--- src/rtl/colmix_pkg.sv ---
package colmix_pkg;
  localparam int unsigned BYTE_W = 8;

  typedef enum logic [1:0] {
    PH_IDLE = 2'd0,
    PH_DBL  = 2'd1,
    PH_MIX  = 2'd2,
    PH_OUT  = 2'd3
  } phase_t;
endpackage

--- src/rtl/xtime_word.sv ---
// Branch-free doubling of LANES bytes packed in one word.
module xtime_word #(
  parameter int unsigned LANES = 4,
  parameter logic [7:0]  POLY  = 8'h1B
) (
  input  logic [LANES*8-1:0] word_in,
  output logic [LANES*8-1:0] word_out
);
  localparam int unsigned W = LANES * 8;
  localparam logic [W-1:0] TOP_MASK  = {LANES{8'h80}};
  localparam logic [W-1:0] KEEP_MASK = {LANES{8'hFE}};
  localparam logic [W-1:0] POLY_W    = {{(W-8){1'b0}}, POLY};

  logic [W-1:0] carry_bits;
  logic [W-1:0] reduce;
  logic [W-1:0] shifted;

  always_comb begin
    carry_bits = (word_in & TOP_MASK) >> 7;   // 0 or 1 in each lane
    reduce     = carry_bits * POLY_W;         // POLY per flagged lane, no lane overlap
    shifted    = (word_in << 1) & KEEP_MASK;  // cut the cross-lane carries
    word_out   = shifted ^ reduce;
  end
endmodule

--- src/rtl/colmix_combine.sv ---
// Forms each output byte from doubled and plain bytes.
module colmix_combine #(
  parameter int unsigned LANES = 4,
  parameter int unsigned WORDS = 4
) (
  input  logic [LANES*WORDS*8-1:0] plain,
  input  logic [LANES*WORDS*8-1:0] doubled,
  output logic [LANES*WORDS*8-1:0] mixed
);
  localparam int unsigned NBYTES = LANES * WORDS;

  for (genvar i = 0; i < NBYTES; i++) begin : g_byte
    localparam int unsigned J1 = (i + LANES) % NBYTES;
    localparam int unsigned J2 = (i + 2 * LANES) % NBYTES;
    localparam int unsigned J3 = (i + 3 * LANES) % NBYTES;
    assign mixed[i*8 +: 8] = doubled[i*8 +: 8] ^ doubled[J1*8 +: 8] ^ plain[J1*8 +: 8]
                           ^ plain[J2*8 +: 8] ^ plain[J3*8 +: 8];
  end
endmodule

--- src/rtl/colmix_ctrl.sv ---
// Fixed-length sequencer: accept, WORDS doubling cycles, one mix cycle, hold.
module colmix_ctrl #(
  parameter int unsigned WORDS = 4
) (
  input  logic clk,
  input  logic rst_n,
  input  logic in_valid,
  input  logic out_ready,
  output logic in_ready,
  output logic accept,
  output logic dbl_en,
  output logic [((WORDS > 1) ? $clog2(WORDS) : 1)-1:0] word_sel,
  output logic mix_en,
  output logic out_valid
);
  import colmix_pkg::*;
  localparam int unsigned CNT_W = (WORDS > 1) ? $clog2(WORDS) : 1;
  localparam int unsigned LAT   = WORDS + 1;
  localparam int unsigned LAT_W = $clog2(LAT + 2) + 1;

  phase_t            phase_q;
  logic [CNT_W-1:0]  cnt_q;

  assign in_ready  = (phase_q == PH_IDLE);
  assign accept    = in_valid && in_ready;
  assign dbl_en    = (phase_q == PH_DBL);
  assign word_sel  = cnt_q;
  assign mix_en    = (phase_q == PH_MIX);
  assign out_valid = (phase_q == PH_OUT);

  always_ff @(posedge clk or negedge rst_n) begin
    if (!rst_n) begin
      phase_q <= PH_IDLE;
      cnt_q   <= '0;
    end else begin
      unique case (phase_q)
        PH_IDLE: if (in_valid) begin
          phase_q <= PH_DBL;
          cnt_q   <= '0;
        end
        PH_DBL: begin
          if (cnt_q == CNT_W'(WORDS - 1)) phase_q <= PH_MIX;
          else                            cnt_q   <= cnt_q + 1'b1;
        end
        PH_MIX:  phase_q <= PH_OUT;
        PH_OUT:  if (out_ready) phase_q <= PH_IDLE;
        default: phase_q <= PH_IDLE;
      endcase
    end
  end

  // Edge counter since the last accept, used only by the latency check.
  logic [LAT_W-1:0] lat_q;
  always_ff @(posedge clk or negedge rst_n) begin
    if (!rst_n)                          lat_q <= '0;
    else if (accept)                     lat_q <= '0;
    else if (!in_ready && !out_valid)    lat_q <= lat_q + 1'b1;
  end

  assert_fixed_latency_R6: assert property (@(posedge clk) disable iff (!rst_n)
    $rose(out_valid) |-> lat_q == LAT_W'(LAT));

  assert_ready_exclusive_R5: assert property (@(posedge clk) disable iff (!rst_n)
    !(in_ready && out_valid));
endmodule

--- src/rtl/colmix_unit.sv ---
module colmix_unit #(
  parameter int unsigned LANES = 4,
  parameter int unsigned WORDS = 4,
  parameter logic [7:0]  POLY  = 8'h1B
) (
  input  logic                     clk,
  input  logic                     rst_n,
  input  logic                     in_valid,
  output logic                     in_ready,
  input  logic [LANES*WORDS*8-1:0] in_state,
  output logic                     out_valid,
  input  logic                     out_ready,
  output logic [LANES*WORDS*8-1:0] out_state
);
  localparam int unsigned WORD_W  = LANES * 8;
  localparam int unsigned STATE_W = WORD_W * WORDS;
  localparam int unsigned CNT_W   = (WORDS > 1) ? $clog2(WORDS) : 1;

  logic              accept, dbl_en, mix_en;
  logic [CNT_W-1:0]  word_sel;
  logic [STATE_W-1:0] state_q, dbl_q, mixed, result_q;
  logic [WORD_W-1:0]  st_words [WORDS];
  logic [WORD_W-1:0]  cur_word, cur_dbl;

  colmix_ctrl #(.WORDS(WORDS)) u_ctrl (
    .clk(clk), .rst_n(rst_n), .in_valid(in_valid), .out_ready(out_ready),
    .in_ready(in_ready), .accept(accept), .dbl_en(dbl_en), .word_sel(word_sel),
    .mix_en(mix_en), .out_valid(out_valid)
  );

  always_ff @(posedge clk or negedge rst_n) begin
    if (!rst_n)      state_q <= '0;
    else if (accept) state_q <= in_state;
  end

  for (genvar w = 0; w < WORDS; w++) begin : g_word
    assign st_words[w] = state_q[w*WORD_W +: WORD_W];
    always_ff @(posedge clk or negedge rst_n) begin
      if (!rst_n)                                    dbl_q[w*WORD_W +: WORD_W] <= '0;
      else if (dbl_en && word_sel == CNT_W'(w))      dbl_q[w*WORD_W +: WORD_W] <= cur_dbl;
    end
  end

  assign cur_word = st_words[word_sel];

  xtime_word #(.LANES(LANES), .POLY(POLY)) u_xt (
    .word_in(cur_word), .word_out(cur_dbl)
  );

  colmix_combine #(.LANES(LANES), .WORDS(WORDS)) u_mix (
    .plain(state_q), .doubled(dbl_q), .mixed(mixed)
  );

  always_ff @(posedge clk or negedge rst_n) begin
    if (!rst_n)      result_q <= '0;
    else if (mix_en) result_q <= mixed;
  end

  assign out_state = result_q;

  assert_output_hold_R7: assert property (@(posedge clk) disable iff (!rst_n)
    (out_valid && !out_ready) |=> (out_valid && $stable(out_state)));

  assert_busy_ignored_R8: assert property (@(posedge clk) disable iff (!rst_n)
    (in_valid && !in_ready) |=> $stable(state_q));
endmodule

--- config.mk ---
export PLATFORM = sky130hd
export DESIGN_NAME = colmix_unit
export DESIGN_NICKNAME = d
export VERILOG_FILES = /design/src/rtl/colmix_pkg.sv /design/src/rtl/xtime_word.sv /design/src/rtl/colmix_combine.sv /design/src/rtl/colmix_ctrl.sv /design/src/rtl/colmix_unit.sv
export SDC_FILE = /design/constraint.sdc
export NUM_CORES = 1
export LEC_CHECK = 0
export BUFFER_PORTS_ARGS = -buffer_cell sky130_fd_sc_hd__buf_4
export CAP_MARGIN = 5
export CORE_MARGIN = 10
export CORE_UTILIZATION = 58
export DETAILED_ROUTE_END_ITERATION = 10
export PLACE_DENSITY = 0.88
export SYNTH_ARGS = -nofsm -noshare
export SYNTH_HDL_FRONTEND = slang
export SYNTH_SLANG_ARGS = --single-unit
--- constraint.sdc ---
create_clock -name clk -period 2.45 [get_ports clk]
set_clock_uncertainty 0.1 [all_clocks]
set_input_delay 0.1225 -clock clk [delete_from_list [all_inputs] [get_ports clk]]
set_output_delay 0.1225 -clock clk [all_outputs]
set_load 0.02 [all_outputs]
After elaboration in Yosys (flattened, before gate mapping):

Cells that the tools add are included.

* bitwise logic cells: 66
* equal/unequal tests: 10
* reduce and logical (&&, ||, !) cells: 10
* multiplexer cells: 10
* magnitude comparators: 1
* add/subtract/negate cells: 1
* multipliers: 1

Operators by type and width (count)
* $xor A8 B8 Y8: 64
* $bmux W32 S2: 1
* $mux W32: 2
* $xor A32 B30 Y32: 1
* $mul A25 B5 Y30 const B: 1
* $mux W2: 5
* $eq A2 B2 Y1 const B: 4
* $pmux W2 S4: 1
* $reduce_and A3 Y1: 2
* $logic_and A1 B1 Y1: 5
* $eq A2 B1 Y1 const B: 2
* $logic_not A2 Y1: 2
* $ne A2 B1 Y1 const B: 2
* $ne A2 B2 Y1 const B: 2
* $pmux W2 S2: 1
* $ge A3 B3 Y1 const B: 1
* $not A2 Y3: 1
* $add A2 B1 Y2 const B: 1
* $reduce_bool A2 Y1: 1

* register bits after elaboration: 388
* bits of input ports: 132
* logic and storage cells: 107
* output and inout bits: 130

Logic depth before layout (Yosys ltp):

* depth after elaboration: 6
* mapped depth: 8

Cells and area by module:

Synthesis repeated with hierarchy kept, for this count alone.

* cells, all modules: 1208
* area total of the unflattened synthesis: 19690.1 sq um

Modules (own cells, without submodules)
* colmix_unit: seq. area each 9609.2 sq um, area an instance 14970.6 sq um, times used 1, cells an instance 852
* colmix_combine: seq. area each 0.0 sq um, area an instance 4113.9 sq um, times used 1, cells an instance 291
* colmix_ctrl: seq. area each 100.1 sq um, area an instance 350.3 sq um, times used 1, cells an instance 33
* xtime_word: seq. area each 0.0 sq um, area an instance 255.2 sq um, times used 1, cells an instance 32

Worst setup path before layout:

Ideal clock, no wire load.

* path type: flip-flop to flip-flop
* start: reg u_ctrl.cnt_q[0], in the netlist u_ctrl.word_sel[0]
* end: reg dbl_q[86]
* cell stages (with the launch flop): 8
* clock period less this slack: 2.111 ns
* data arrival time: 1.886 ns
* path slack: 0.339 ns
* path buffers: 3
* setup time: 0.125 ns
* path through: dfrtp_1 -> buf_2 -> inv_1 -> buf_2 -> ha_1 -> nand2_1 -> clkbuf_1 -> mux2_2

* longest elaborated chain between the ends: 6

Ends and longest elaborated chain
* from (decl): line colmix_ctrl.sv:22 `logic [CNT_W-1:0] cnt_q;`
* from (signal assigned): line colmix_ctrl.sv:43 `else cnt_q <= cnt_q + 1'b1;`
* $not A2 Y3 (not written as such): line colmix_unit.sv:44 `assign cur_word = st_words[word_sel];`
* $bmux W32 S2: line colmix_unit.sv:44
* $mux W32 (not written as such) (2 in a row): line colmix_unit.sv:44
* $mul A25 B5 Y30: line xtime_word.sv:20 `reduce = carry_bits * POLY_W;`
* $xor A32 B30 Y32: line xtime_word.sv:22 `word_out = shifted ^ reduce;`
* to (signal, indexed assignment): line colmix_unit.sv:40 `else if (dbl_en && word_sel == CNT_W'(w)) dbl_q[w*WORD_W +: WORD_W] <= cur_dbl;`
* to (decl): line colmix_unit.sv:21 `logic [STATE_W-1:0] state_q, dbl_q, mixed, result_q;`

Parallel ways exist; a longest one is shown, timed or not. The select of a mux whose other input is x is not followed.
A chain may end at the register's enable or synchronous reset.

Worst setup path after layout:

* start: reg u_ctrl.cnt_q[0], in the netlist u_ctrl.word_sel[0]
* end: reg dbl_q[82]

The elaborated chain is that of the path after synthesis.

==> metrics.md <==
| Metric | Value |
|---|---|
| Post-synth EDFFs | `0` |
| Fmax | `487.4 MHz` |
| Power after layout | `~45 mW` |
| Layer with the highest usage | `met2` |
| Rel. slew slack | `0.5518` |
| Drc violations | `0` |
| RSZ-0062 raised after global routing | `no` |
| Most common cell after layout, fill and taps aside | `dfrtp_1` |
| Post-DP HPWL | `between 30000 and 40000 um` |
| Family with the most delay on the worst path | `flip-flops` |
| Worst Setup Path Type | `reg2reg` |
| Sequential area share after synthesis | `0.5001` |
| CP Buf/Inv Count | `2` |
| Async S/R FF share, synth | `1.000` |
| Worst skew pair latency | `about 540 ps` |
| Antenna violations before repair | `1` |
| PnR worst setup slack | `approximately 400 ps` |
| Met3 usage | `0.04649` |
| Setup crit end kind | `register` |
| Root Driver | `clkbuf_16` |
| Routed WL | `50860 um` |
| Post-place setup slack | `between 300 and 400 ps` |
| CTS tree | `yes` |
| Total number of vias | `about 12000` |
| First-pass GRT wire length | `80270 um` |
| Final Cycle Share | `0.8375` |
| All-Layer GR Usage | `0.2461` |
| Chip Height | `between 200 and 250 um` |
| Final setup violation count | `0` |
| Vias per Instance | `5.566` |
| Clk buf depth | `3` |
| Final Non-Filler Cells | `approximately 2200` |
| Met1 Usage GRT | `0.3106` |
| Max-cap violations | `0` |
| Number of global-route vias before repair | `around 14000` |
| Worst-Margin Slew | `between 600 and 700 ps` |
| PD cells | `between 1500 and 2000 mW/mm^2` |
| Post-Syn Instances | `approximately 1300` |
| Leakage | `11.30 nW` |
| VDD IR max | `1.071 mV` |
| Gr ovfl total | `0` |
| Largest incremental delay on the critical path | `around 580 ps` |
| Final hold violations | `0` |
| Slowest cell on crit path | `dfrtp_2` |
| Iter 0 DRT Violations | `729` |
| Core area | `0.03278 mm^2` |
| Share of layout cells above drive strength 1 | `0.4228` |
| Commonest non-fill, non-tap cells in the layout | `dfrtp_1 (386), mux2_2 (337), buf_4 (276)` |
| Critical Path Start Type | `register` |
| Syn. warnings | `0` |
| Routed Antenna Nets | `0` |
| Syn Nets | `1452` |
| Final nets | `about 1800` |
| Starting Density | `0.5922` |
| Hold WS | `64.50 ps` |
| Yosys reg bits | `388` |
| Slew Viols, Final | `0` |
| Worst endpoint data arrival time | `approximately 2400 ps` |
| Largest net degree at the start of global routing | `75` |
| I/O Buffers | `261` |
| Clk sinks | `~390` |
| WL/cell | `23.34 um` |
| Unique masters post-synth | `26` |
| Layout Area Growth over Synthesis | `27.36%` |
| Boundary Pins | `262` |
| Clk slew on worst S/H paths | `about 60 ps` |
| CP Cell Sequence | `inv_1, ha_1, nand2_2, buf_12, mux2_2` |
| Fin crit period | `2052 ps` |
| Hold WC Path Type | `in2async` |
| Avg Inst Size Synth | `14.81 um^2` |
| Total Neg Setup Slack | `0 ps` |
| Max Fanout on Critical Path | `44` |
| Row count | `66` |
| Die width | `203.0 um` |
| Die ar. | `~0.04 mm^2` |
| Cell Area, Synth | `~0.019 mm^2` |
| Synth Flop Type | `dfrtp_1` |
| Worst EP required | `around 2800 ps` |
| Filler Cell Count | `roughly 1900` |
| Met2 Use GR | `0.4320` |
| H-tree levels | `2` |
| Outcome | `complete, no violations` |
| Pre-antenna DRT Iters | `5` |
| CTS buffer count | `between 40 and 50` |
| Placed Cells | `about 2000` |
| Gpl congestion | `about 0.84` |
cell usage after synthesis, types with 2 or more instances:
library cell	instances	area, um^2
xnor3_1	70	1577
dfrtp_1	388	9709
mux4_2	32	720.7
inv_1	4	15.01
nor2b_1	3	18.77
clkbuf_1	17	63.81
ha_1	9	112.6
xor3_1	8	190.2
buf_1	8	30.03
buf_6	3	33.78
mux2i_1	2	20.02
o21ai_0	14	70.07
o21ai_1	36	180.2
mux2_2	337	3795
xnor2_1	168	1471
buf_2	41	205.2
nand2_1	55	206.5
xor2_1	108	945.9
registers in the layout (all words and copies together) (netlist names):
name,count
dbl_q,128
out_state,128
state_q,128
u_ctrl.phase_q,2
u_ctrl.word_sel,2
logic make-up after synthesis:
logic type,Yosys count,synth area share
multiplexers,371,0.2336
AO/OA/AOI/OAI,53,0.01418
XOR/XNOR,354,0.2155
AND/OR/NAND/NOR,62,0.01263
adder cells (fa/ha/maj),9,0.005801
flip-flops,388,0.5001
buffers and inverters,74,0.01811
final timing paths:
path | from | to | slack [ps] | cells after the start
hold / removal | rst_n | state_q[87] | 60 | 2
hold reg to reg | dbl_q[3] | dbl_q[3] | 400 | 2
min in group clk | in_state[62] | state_q[62] | 270 | 3
setup reg to reg | u_ctrl.word_sel[0] | dbl_q[82] | 400 | 5
setup / recovery | u_ctrl.word_sel[0] | dbl_q[82] | 400 | 5
max in group asynchronous | rst_n | dbl_q[109] | 1330 | 3
metal layers:
| layer | vias up | wire length, um |
|---|---|---|
| met5 | - | 0 |
| met4 | 0 | 845 |
| met3 | 69 | 3165 |
| met2 | 369 | 26400 |
| met1 | 6352 | 20450 |
| li1 | 5339 | - |
timing repair:
item | CTS | global route
endpoints found under the hold margin | 400 | 0
hold buffers | 131 | 0
setup endpoints to repair | 0 | 0
resized for setup | 0 | 0
setup buffers | 0 | 0
where the power goes:
group | total [mW] | switching, mW | internal [mW]
logic | 24.9 | 10.6 | 14.3
clock network | 6.46 | 2.61 | 3.85
registers | 13.5 | 3.66 | 9.82
total | 44.8 | 16.9 | 27.9
metrics by stage:
step	instance area, um^2	util
detailed placement	22030	0.6720
global route	24730	0.7542
floorplan	19410	-
global placement	22030	0.6720
finish	24730	0.7542
CTS	24720	0.7541
worst reg2reg max path, cell delays in order (launching register included):
cell     delay [ps]
dfrtp_2         580
inv_1           230
ha_1            260
nand2_2          80
buf_12          280
mux2_2          410
final cells by class:
type / instances / area [um^2] / share of cell area
Sequential cell: 388 / 9712 / 0.3928
Multi-Input combinational cell: 849 / 9382 / 0.3794
Timing Repair Buffer: 422 / 3679 / 0.1488
Clock buffer: 54 / 1157 / 0.04681
Tap cell: 442 / 553.0 / 0.02237
Clock inverter: 18 / 221.5 / 0.008957
Inverter: 5 / 18.77 / 0.0007591
Antenna cell: 1 / 2.502 / 0.0001012
No activity file was read; power rests on OpenSTA's default activity.
